[src/rtl/sxn_pkg.sv]
package sxn_pkg;

  typedef enum logic [1:0] {
    SYM_ZERO  = 2'd0,
    SYM_ONE   = 2'd1,
    SYM_START = 2'd2,
    SYM_BRST  = 2'd3
  } sym_e;

  typedef enum logic [2:0] {
    ST_IDLE = 3'd0,
    ST_DEV  = 3'd1,
    ST_REG  = 3'd2,
    ST_DIR  = 3'd3,
    ST_DATA = 3'd4,
    ST_PAR  = 3'd5,
    ST_ACK  = 3'd6,
    ST_SKIP = 3'd7
  } frame_st_e;

endpackage

[src/rtl/sxn_addr_map.sv]
module sxn_addr_map #(
  parameter int DEV_W   = 3,
  parameter int REG_W   = 6,
  parameter int SHORT_A = 0,
  parameter int SHORT_B = 4,
  parameter int SHORT_C = 32,
  parameter int CTRL_A  = 5
) (
  input  logic [1:0]       strap_i,
  input  logic [DEV_W-1:0] dev_i,
  input  logic [REG_W-1:0] regn_i,
  output logic             hit_o,
  output logic             bcast_o,
  output logic             short_o,
  output logic             ctrl_o
);
  logic [DEV_W-1:0] own_num;

  // straps 00..11 map onto device numbers 1..4
  assign own_num = DEV_W'(strap_i) + DEV_W'(1);
  assign hit_o   = (dev_i == own_num);
  assign bcast_o = (dev_i == '0);
  assign short_o = (regn_i == REG_W'(SHORT_A)) ||
                   (regn_i == REG_W'(SHORT_B)) ||
                   (regn_i == REG_W'(SHORT_C));
  assign ctrl_o  = (regn_i == REG_W'(CTRL_A));
endmodule

[src/rtl/sxn_parity.sv]
module sxn_parity (
  input  logic clk,
  input  logic rst,
  input  logic clr_i,
  input  logic en_i,
  input  logic bit_i,
  output logic acc_o
);
  always_ff @(posedge clk) begin
    if (rst || clr_i) acc_o <= 1'b0;
    else if (en_i)    acc_o <= acc_o ^ bit_i;
  end
endmodule

[src/rtl/sxn_frame_slave.sv]
module sxn_frame_slave
  import sxn_pkg::*;
#(
  parameter int          DEV_W      = 3,
  parameter int          REG_W      = 6,
  parameter int          LONG_W     = 16,
  parameter int          SHORT_W    = 8,
  parameter int          CTRL_REG   = 5,
  parameter logic [15:0] BCAST_MASK = 16'h0003
) (
  input  logic              clk,
  input  logic              rst,
  input  logic [1:0]        strap_i,
  input  logic              sym_vld_i,
  input  logic [1:0]        sym_code_i,
  output logic              slave_own_o,
  output logic              slave_bit_o,
  output logic [REG_W-1:0]  reg_addr_o,
  input  logic [LONG_W-1:0] reg_rdata_i,
  output logic              reg_wr_o,
  output logic [LONG_W-1:0] reg_wdata_o,
  output logic [LONG_W-1:0] reg_wmask_o,
  output logic              reg_rd_o,
  output logic              bus_err_o
);
  localparam int MAXF  = (LONG_W > REG_W) ? LONG_W : REG_W;
  localparam int CNT_W = $clog2(MAXF);
  localparam int ALIGN = LONG_W - SHORT_W;

  frame_st_e         st;
  logic [CNT_W-1:0]  cnt;
  logic [DEV_W-1:0]  dev_q;
  logic [REG_W-1:0]  regn_q;
  logic [LONG_W-1:0] shreg;
  logic [1:0]        strap_q;
  logic              dir_rd_q;
  logic              ack_ok_q;

  logic is_bit, bval, is_start, is_brst;
  logic hit, bcast, short_reg, ctrl_reg;
  logic par_acc, par_en;
  logic [LONG_W-1:0] rdata_al;
  logic [CNT_W-1:0]  dlen_m1;

  assign is_bit   = sym_vld_i && (sym_code_i == SYM_ZERO || sym_code_i == SYM_ONE);
  assign bval     = sym_code_i[0];
  assign is_start = sym_vld_i && (sym_code_i == SYM_START);
  assign is_brst  = sym_vld_i && (sym_code_i == SYM_BRST);

  sxn_addr_map #(
    .DEV_W(DEV_W), .REG_W(REG_W),
    .SHORT_A(0), .SHORT_B(4), .SHORT_C(32), .CTRL_A(CTRL_REG)
  ) u_map (
    .strap_i(strap_q), .dev_i(dev_q), .regn_i(regn_q),
    .hit_o(hit), .bcast_o(bcast), .short_o(short_reg), .ctrl_o(ctrl_reg)
  );

  assign par_en = is_bit && (st == ST_DEV || st == ST_REG || st == ST_DIR || st == ST_DATA);

  sxn_parity u_par (
    .clk(clk), .rst(rst), .clr_i(is_start),
    .en_i(par_en), .bit_i(bval), .acc_o(par_acc)
  );

  // short registers are sent MSB first from bit SHORT_W-1
  assign rdata_al = short_reg ? (reg_rdata_i << ALIGN) : reg_rdata_i;
  assign dlen_m1  = short_reg ? CNT_W'(SHORT_W - 1) : CNT_W'(LONG_W - 1);

  always_ff @(posedge clk) begin
    if (rst) begin
      st          <= ST_IDLE;
      cnt         <= '0;
      dev_q       <= '0;
      regn_q      <= '0;
      shreg       <= '0;
      strap_q     <= '0;
      dir_rd_q    <= 1'b0;
      ack_ok_q    <= 1'b0;
      reg_wr_o    <= 1'b0;
      reg_rd_o    <= 1'b0;
      bus_err_o   <= 1'b0;
      reg_wmask_o <= '0;
    end else begin
      reg_wr_o  <= 1'b0;
      reg_rd_o  <= 1'b0;
      bus_err_o <= 1'b0;
      if (is_brst) begin
        st <= ST_IDLE;
      end else if (is_start) begin
        st      <= ST_DEV;
        cnt     <= CNT_W'(DEV_W - 1);
        strap_q <= strap_i;
      end else if (is_bit) begin
        case (st)
          ST_DEV: begin
            dev_q <= {dev_q[DEV_W-2:0], bval};
            if (cnt == '0) begin
              st  <= ST_REG;
              cnt <= CNT_W'(REG_W - 1);
            end else cnt <= cnt - 1'b1;
          end
          ST_REG: begin
            regn_q <= {regn_q[REG_W-2:0], bval};
            if (cnt == '0) st <= ST_DIR;
            else           cnt <= cnt - 1'b1;
          end
          ST_DIR: begin
            dir_rd_q <= bval;
            if (bval ? hit : (hit || bcast)) begin
              st    <= ST_DATA;
              cnt   <= dlen_m1;
              shreg <= bval ? rdata_al : '0;
            end else st <= ST_SKIP;
          end
          ST_DATA: begin
            shreg <= {shreg[LONG_W-2:0], bval};
            if (cnt == '0) st <= ST_PAR;
            else           cnt <= cnt - 1'b1;
          end
          ST_PAR: begin
            ack_ok_q <= ~(par_acc ^ bval);
            st       <= ST_ACK;
          end
          ST_ACK: begin
            st <= ST_IDLE;
            if (dir_rd_q) begin
              if (bval) reg_rd_o  <= 1'b1;
              else      bus_err_o <= 1'b1;
            end else if (!ack_ok_q) begin
              bus_err_o <= 1'b1;
            end else if (!bcast || ctrl_reg) begin
              reg_wr_o    <= 1'b1;
              reg_wmask_o <= bcast ? BCAST_MASK : '1;
            end
          end
          default: ;
        endcase
      end
    end
  end

  assign reg_addr_o  = regn_q;
  assign reg_wdata_o = shreg;

  always_comb begin
    slave_own_o = 1'b0;
    slave_bit_o = 1'b0;
    case (st)
      ST_DATA: begin slave_own_o = dir_rd_q;  slave_bit_o = dir_rd_q & shreg[LONG_W-1]; end
      ST_PAR:  begin slave_own_o = dir_rd_q;  slave_bit_o = dir_rd_q & par_acc;         end
      ST_ACK:  begin slave_own_o = !dir_rd_q; slave_bit_o = !dir_rd_q & ack_ok_q;       end
      default: ;
    endcase
  end

  // the three result pulses are exclusive
  a_r11_excl: assert property (@(posedge clk) disable iff (rst)
    $onehot0({reg_wr_o, reg_rd_o, bus_err_o}));
  // a write strobe lasts one cycle
  a_r11_wr_pulse: assert property (@(posedge clk) disable iff (rst)
    reg_wr_o |=> !reg_wr_o);
  // a write strobe always follows a sampled symbol
  a_r1_wr_after_sym: assert property (@(posedge clk) disable iff (rst)
    reg_wr_o |-> $past(sym_vld_i));
  // only the full or the broadcast mask can accompany a write
  a_r7_mask: assert property (@(posedge clk) disable iff (rst)
    reg_wr_o |-> (reg_wmask_o == '1 || reg_wmask_o == BCAST_MASK));
  // a bus reset leaves no owned slot and no strobe
  a_r10_brst_quiet: assert property (@(posedge clk) disable iff (rst)
    (sym_vld_i && sym_code_i == SYM_BRST) |=> (!slave_own_o && !reg_wr_o && !bus_err_o));
  // a start never produces an error
  a_r8_start_noerr: assert property (@(posedge clk) disable iff (rst)
    (sym_vld_i && sym_code_i == SYM_START) |=> (!bus_err_o && !slave_own_o));
endmodule

[config.mk]
export PLATFORM = sky130hd
export DESIGN_NAME = sxn_frame_slave
export DESIGN_NICKNAME = d
export VERILOG_FILES = /design/src/rtl/sxn_pkg.sv /design/src/rtl/sxn_addr_map.sv /design/src/rtl/sxn_parity.sv /design/src/rtl/sxn_frame_slave.sv
export SDC_FILE = /design/constraint.sdc
export NUM_CORES = 1
export LEC_CHECK = 0
export ABC_AREA = 1
export BUFFER_PORTS_ARGS = -buffer_cell sky130_fd_sc_hd__buf_4
export CORE_AREA = 2 2 58 87
export CTS_BUF_LIST = sky130_fd_sc_hd__clkbuf_2
export DETAILED_ROUTE_END_ITERATION = 7
export DIE_AREA = 0 0 60 89
export PLACE_DENSITY = 0.79
export SLEW_MARGIN = 20
export SYNTH_ARGS = -nofsm -noshare
export SYNTH_HDL_FRONTEND = slang
export SYNTH_SLANG_ARGS = --single-unit
[constraint.sdc]
create_clock -name clk -period 2 [get_ports clk]
set_input_delay 0.1 -clock clk [delete_from_list [all_inputs] [get_ports clk]]
set_output_delay 0.1 -clock clk [all_outputs]
set_load 0.01 [all_outputs]
# [After elaboration in Yosys (flattened, before gate mapping)]
# Cells that the tools add are included.
[totals] elab_cells=117 ff_bits=56 out_inout_bits=43
[classes] muxes=27 n_addsub=2 reduce_logical=41 n_eq_ne=22 bitwise=11
[op_table] op="$mux W16" count=4
[op_table] op="$pmux W16 S2" count=1
[op_table] op="$mux W4" count=6
[op_table] op="$reduce_and A5 Y1" count=4
[op_table] op="$pmux W3 S6" count=1
[op_table] op="$reduce_and A4 Y1" count=4
[op_table] op="$eq A6 B3 Y1 const B" count=2
[op_table] op="$ne A3 B1 Y1 const B" count=4
[op_table] op="$pmux W4 S3" count=1
[op_table] op="$eq A3 B3 Y1 const B" count=3
[op_table] op="$logic_or A1 B1 Y1" count=9
[op_table] op="$mux W3" count=3
[op_table] op="$mux W1" count=8
[op_table] op="$ne A2 B1 Y1 const B" count=4
[op_table] op="$not A1 Y1" count=7
[op_table] op="$reduce_and A7 Y1" count=1
[op_table] op="$reduce_bool A7 Y1" count=1
[op_table] op="$reduce_or A7 Y1" count=1
[op_table] op="$eq A3 B2 Y1 const B" count=2
[op_table] op="$eq A6 B6 Y1 const B" count=1
[op_table] op="$logic_not A6 Y1" count=1
[op_table] op="$reduce_bool A6 Y1" count=1
[op_table] op="$reduce_or A2 Y1" count=3
[op_table] op="$reduce_or A6 Y1" count=1
[op_table] op="22 further kinds" count=30

# [Depth between registers and ports, before layout]
[depth] ltp_word=8 depth_mapped=11 ltp_nobuf=11

# [Hierarchy]
# Synthesis repeated with hierarchy kept, for this count alone.
[hier_totals] hier_cells=363 hier_area_um2=2448.6
[by_module_without_submodules] mod="sxn_frame_slave" n_inst=1 area_each_um2=2311.0 cells_each=340
[by_module_without_submodules] mod="sxn_addr_map" n_inst=1 area_each_um2=96.3 cells_each=17
[by_module_without_submodules] mod="sxn_parity" n_inst=1 area_each_um2=41.3 cells_each=6

# [Worst setup path after synthesis]
# No wires, ideal clock.
[synth_timing] path_kind="register to register" start="register strap_q[0]" end="register shreg[12] (netlist: reg_wdata_o[12])" stages_incl_launch_ff=9 period_less_slack_ps=1444 setup_time_ps=120 setup_slack_ps=556 t_required_ps=1880 t_arrival_ps=1324 path_cell_list="dfxtp_1 ha_1 xnor2_1 nand3_1 nand2_2 nand2_4 buf_4 a21oi_1 a21oi_1"
[synth_via] elab_chain_cells=6
[synth_lines] element="start, declared" line_no="sxn_frame_slave.sv:35" source="logic [1:0] strap_q;"
[synth_lines] element="start signal, assigned" line_no="sxn_frame_slave.sv:92" source="strap_q <= strap_i;"
[synth_lines] element="$add A2 B1 Y3 (*)" line_no="sxn_addr_map.sv:20" source="assign own_num = DEV_W'(strap_i) + DEV_W'(1);"
[synth_lines] element="$eq A3 B3 Y1 (*)" line_no="sxn_addr_map.sv:21" source="assign hit_o = (dev_i == own_num);"
[synth_lines] element="$logic_or A1 B1 Y1" line_no="sxn_frame_slave.sv:109" source="if (bval ? hit : (hit || bcast)) begin"
[synth_lines] element="$mux W1 (*)" line_no="sxn_frame_slave.sv:109"
[synth_lines] element="$ne A2 B1 Y1 (no source line) (*)"
[synth_lines] element="$reduce_and A5 Y1 (no source line) (*)"
[synth_lines] element="end signal, assigned" line_no="sxn_frame_slave.sv:112" source="shreg <= bval ? rdata_al : '0;"
[synth_lines] element="end signal, assigned" line_no="sxn_frame_slave.sv:116" source="shreg <= {shreg[LONG_W-2:0], bval};"
[synth_lines] element="end, declared" line_no="sxn_frame_slave.sv:34" source="logic [LONG_W-1:0] shreg;"
# Every way passes the cells marked *; elsewhere a longest branch is shown, timed or not.
# A chain may end at the register's enable or synchronous reset.

# [Worst setup path in the final report]
[layout_timing] start="register st[2]" end="output port slave_bit_o"
[layout_via] elab_chain_cells=2
[layout_lines] element="start, declared" line_no="sxn_frame_slave.sv:30" source="frame_st_e st;"
[layout_lines] element="start signal, assigned" line_no="sxn_frame_slave.sv:71" source="st <= ST_IDLE;"
[layout_lines] element="start signal, assigned" line_no="sxn_frame_slave.sv:88" source="st <= ST_IDLE;"
[layout_lines] element="start signal, assigned" line_no="sxn_frame_slave.sv:90" source="st <= ST_DEV;"
[layout_lines] element="$eq A3 B3 Y1" line_no="sxn_frame_slave.sv:148" source="case (st)"
[layout_lines] element="$pmux W1 S3 (*)" line_no="sxn_frame_slave.sv:148"
[layout_lines] element="end, declared" line_no="sxn_frame_slave.sv:17" source="output logic slave_bit_o,"
# Marks and branches as above.

==> flow_metrics.tcl <==
set metrics [dict create \
    outcome "complete, no violations" \
    layout-drive-gt1-share_pct 24.3 \
    powerDensity_nw_per_um2 500 \
    async_reset_ff_share_pct 0 \
    totalPowerFinal_mw 1.43 \
    antenna_found_initial 0 \
    pre_cts_ws_ns 0.398 \
    cts_root_buf "clkbuf_2" \
    synthesis.area_sq_um 2390 \
    synth.most_common_cell "nand2_1" \
    hold_viol 0 \
    ys_warn_count 0 \
    critPathKind "reg2out" \
    fmax_mhz 539 \
    clk_latency_ns 0.42 \
    tns_ns 0 \
    clk_pin_slew_worst_paths_ns 0.21 \
    setup_viol 0 \
    numCtsBuffers 5 \
    yosysTopAreaCellShare_pct 35.2 \
    diodes 0 \
    cts_resized 0 \
    final_antenna_net_count 0 \
    h-tree-depth 2 \
    cts_tree "yes" \
    tightest_slew_ns 0.427 \
    post-dp-hpwl_um 4140 \
    synthToLayoutAreaGrowth_pct 20.1 \
    drc 0 \
    ys_seq_elements 42 \
    die_y_um 89 \
    drt_iter0_markers 62 \
    synth_fp_nets 369 \
    grt-ovfl-total 0 \
    clock-sinks 42 \
    crit_path_end_kind "output port" \
    dieArea_sq_um 5340 \
    wl_um 5460 \
    syn_avg_cell_area_sq_um 6.95 \
    ys_types 36 \
    peakVddDrop_uv 358 \
    hp-class "in2reg" \
    core_sq_um 4540 \
    slew_violations 0 \
    cts_setup_buffers 0 \
    p_leak_nw 1.32 \
    finClkSkew_ns 0.0118 \
    synth_ff_type "dfxtp_1" \
    finalCritPeriodShare_pct 92.8 \
    required_ns 1.90 \
    grt_usage_pct 21.6 \
    fillers 438 \
    rows 30 \
    grt_pass1_wl_um 8800 \
    relSlewSlack_pct 71.3 \
    grt_pass1_vias 2081 \
    grt_max_degree 32 \
    place.gp.congestion 0.926 \
    ioPinCount 66 \
    synth-edff-count 0 \
    rsz0062_at_grt "false" \
    worst_slack_ns 0.145 \
    syn_inst 344 \
    cts.path.max_buffers 2 \
    cp-start-kind "flop" \
    via_count 2332 \
    layout_min_cycle_time_ns 1.86 \
    routedWlPerCell_um 11.8 \
    drv_cap 0 \
    worstPathMaxFanout 7 \
    cts_hold_buf 4 \
    placed_cell_area_sq_um 2790 \
    vias_per_cell 5.04 \
    cp.arrival_ns 1.76 \
    netlist_top_cells_count "62 x nand2_1, 48 x inv_1, 42 x dfxtp_1" \
    io_buffers 65 \
    nets 423 \
    drtPass1Iterations 4 \
    synthTopCellsByArea "dfxtp_1 35%, nand2_1 9.7%, a21oi_1 8.2%" \
    start_util_pct 52.6 \
    synth_seq_area_share_pct 35.2 \
    yosysTopAreaCell "dfxtp_1" \
    final_area_sq_um 2870 \
    die_w_um 60 \
]
-- kinds of logic (layout without fill, tap and decap cells) --
kind of cell,count (synthesis),in the layout,synth area share [%]
simple gates,128,128,24.5
compound gates,91,91,21.4
buf+inv,77,132,16.4
flops,42,42,35.2
xor+xnor,4,4,1.47
fa+ha+maj,2,2,1.05
-- critical path, cell delays in order (launching register included) --
cell      delay [ns]
dfxtp_1         0.60
inv_2           0.13
nor3_1          0.24
o211ai_1        0.13
o21ai_0         0.10
buf_4           0.15
-- metrics by stage --
step	hold slack [ns]	utilization, %	std cells
floorplan	0.169	-	344
global placement	0.313	61.5	451
detailed placement	0.316	61.5	451
CTS	0.0198	63.2	463
global route	0.0228	63.2	463
finish	0.0143	63.2	463
-- report_power, final --
part           switching [mW]  total, mW  internal [mW]  leakage (nW)
combinational           0.114      0.206         0.0916         0.950
clock                   0.277      0.363         0.0859        0.0304
sequential             0.0135      0.866          0.852         0.339
total                   0.405       1.43           1.03          1.32
-- routing by layer --
metal / GRT usage (%) / routed length [um] / vias up
met4: 11.3 / 138 / 0
met5: 0 / 0 / -
met1: 22.4 / 2130 / 1032
met2: 39.4 / 2910 / 76
met3: 4.63 / 282 / 13
li1: - / - / 1211
-- final timing paths --
kind	start	to	slack [ns]	depth (start not counted)
setup / recovery	st[2]$_SDFFE_PP0P_	slave_bit_o	0.14	5
hold / removal	reg_rdata_i[1]	reg_wdata_o[9]$_SDFFE_PP0P_	0.01	3
setup reg to reg	st[0]$_SDFFE_PP0P_	cnt[2]$_SDFFE_PP0P_	0.34	7
hold reg to reg	reg_wmask_o[1]$_SDFFE_PP0P_	reg_wmask_o[1]$_SDFFE_PP0P_	0.48	2
-- sequential cells by signal, summed over array words and instances (netlist names) --
signal / flops
dev_q: 3
reg_wmask_o: 2
reg_wr_o: 1
strap_q: 2
reg_rd_o: 1
bus_err_o: 1
dir_rd_q: 1
st: 3
ack_ok_q: 1
cnt: 4
reg_wdata_o: 16
reg_addr_o: 6
u_par.acc_o: 1
-- cells in the final DEF (no fill, tap or decap), drive strengths merged --
master / synthesis / layout
buf: 25 / 69
nand2: 67 / 67
inv: 51 / 51
a21oi: 43 / 43
dfxtp: 42 / 42
o21ai: 36 / 36
nor2: 32 / 32
nand3: 20 / 20
o211ai: 8 / 8
clkbuf: 1 / 6
nor3: 6 / 6
dlygate4sd3: 0 / 4
xor2: 2 / 2
xnor2: 2 / 2
ha: 2 / 2
or2: 2 / 2
clkinv: 0 / 2
o21bai: 1 / 1
nand4: 1 / 1
o311a: 1 / 1
a211oi: 1 / 1
a31o: 1 / 1
-- final cells by class --
| cell class | instances | area, sq um | share of cell area (%) |
|---|---|---|---|
| multi-input combinational | 225 | 1160 | 40.3 |
| sequential | 42 | 841 | 29.3 |
| clock inverter | 2 | 8.76 | 0.305 |
| timing repair buffer | 73 | 558 | 19.4 |
| inverter | 51 | 196 | 6.84 |
| clock buffer | 6 | 30.0 | 1.05 |
| tap | 64 | 80.1 | 2.79 |
(Power assumes the default switching activity.)
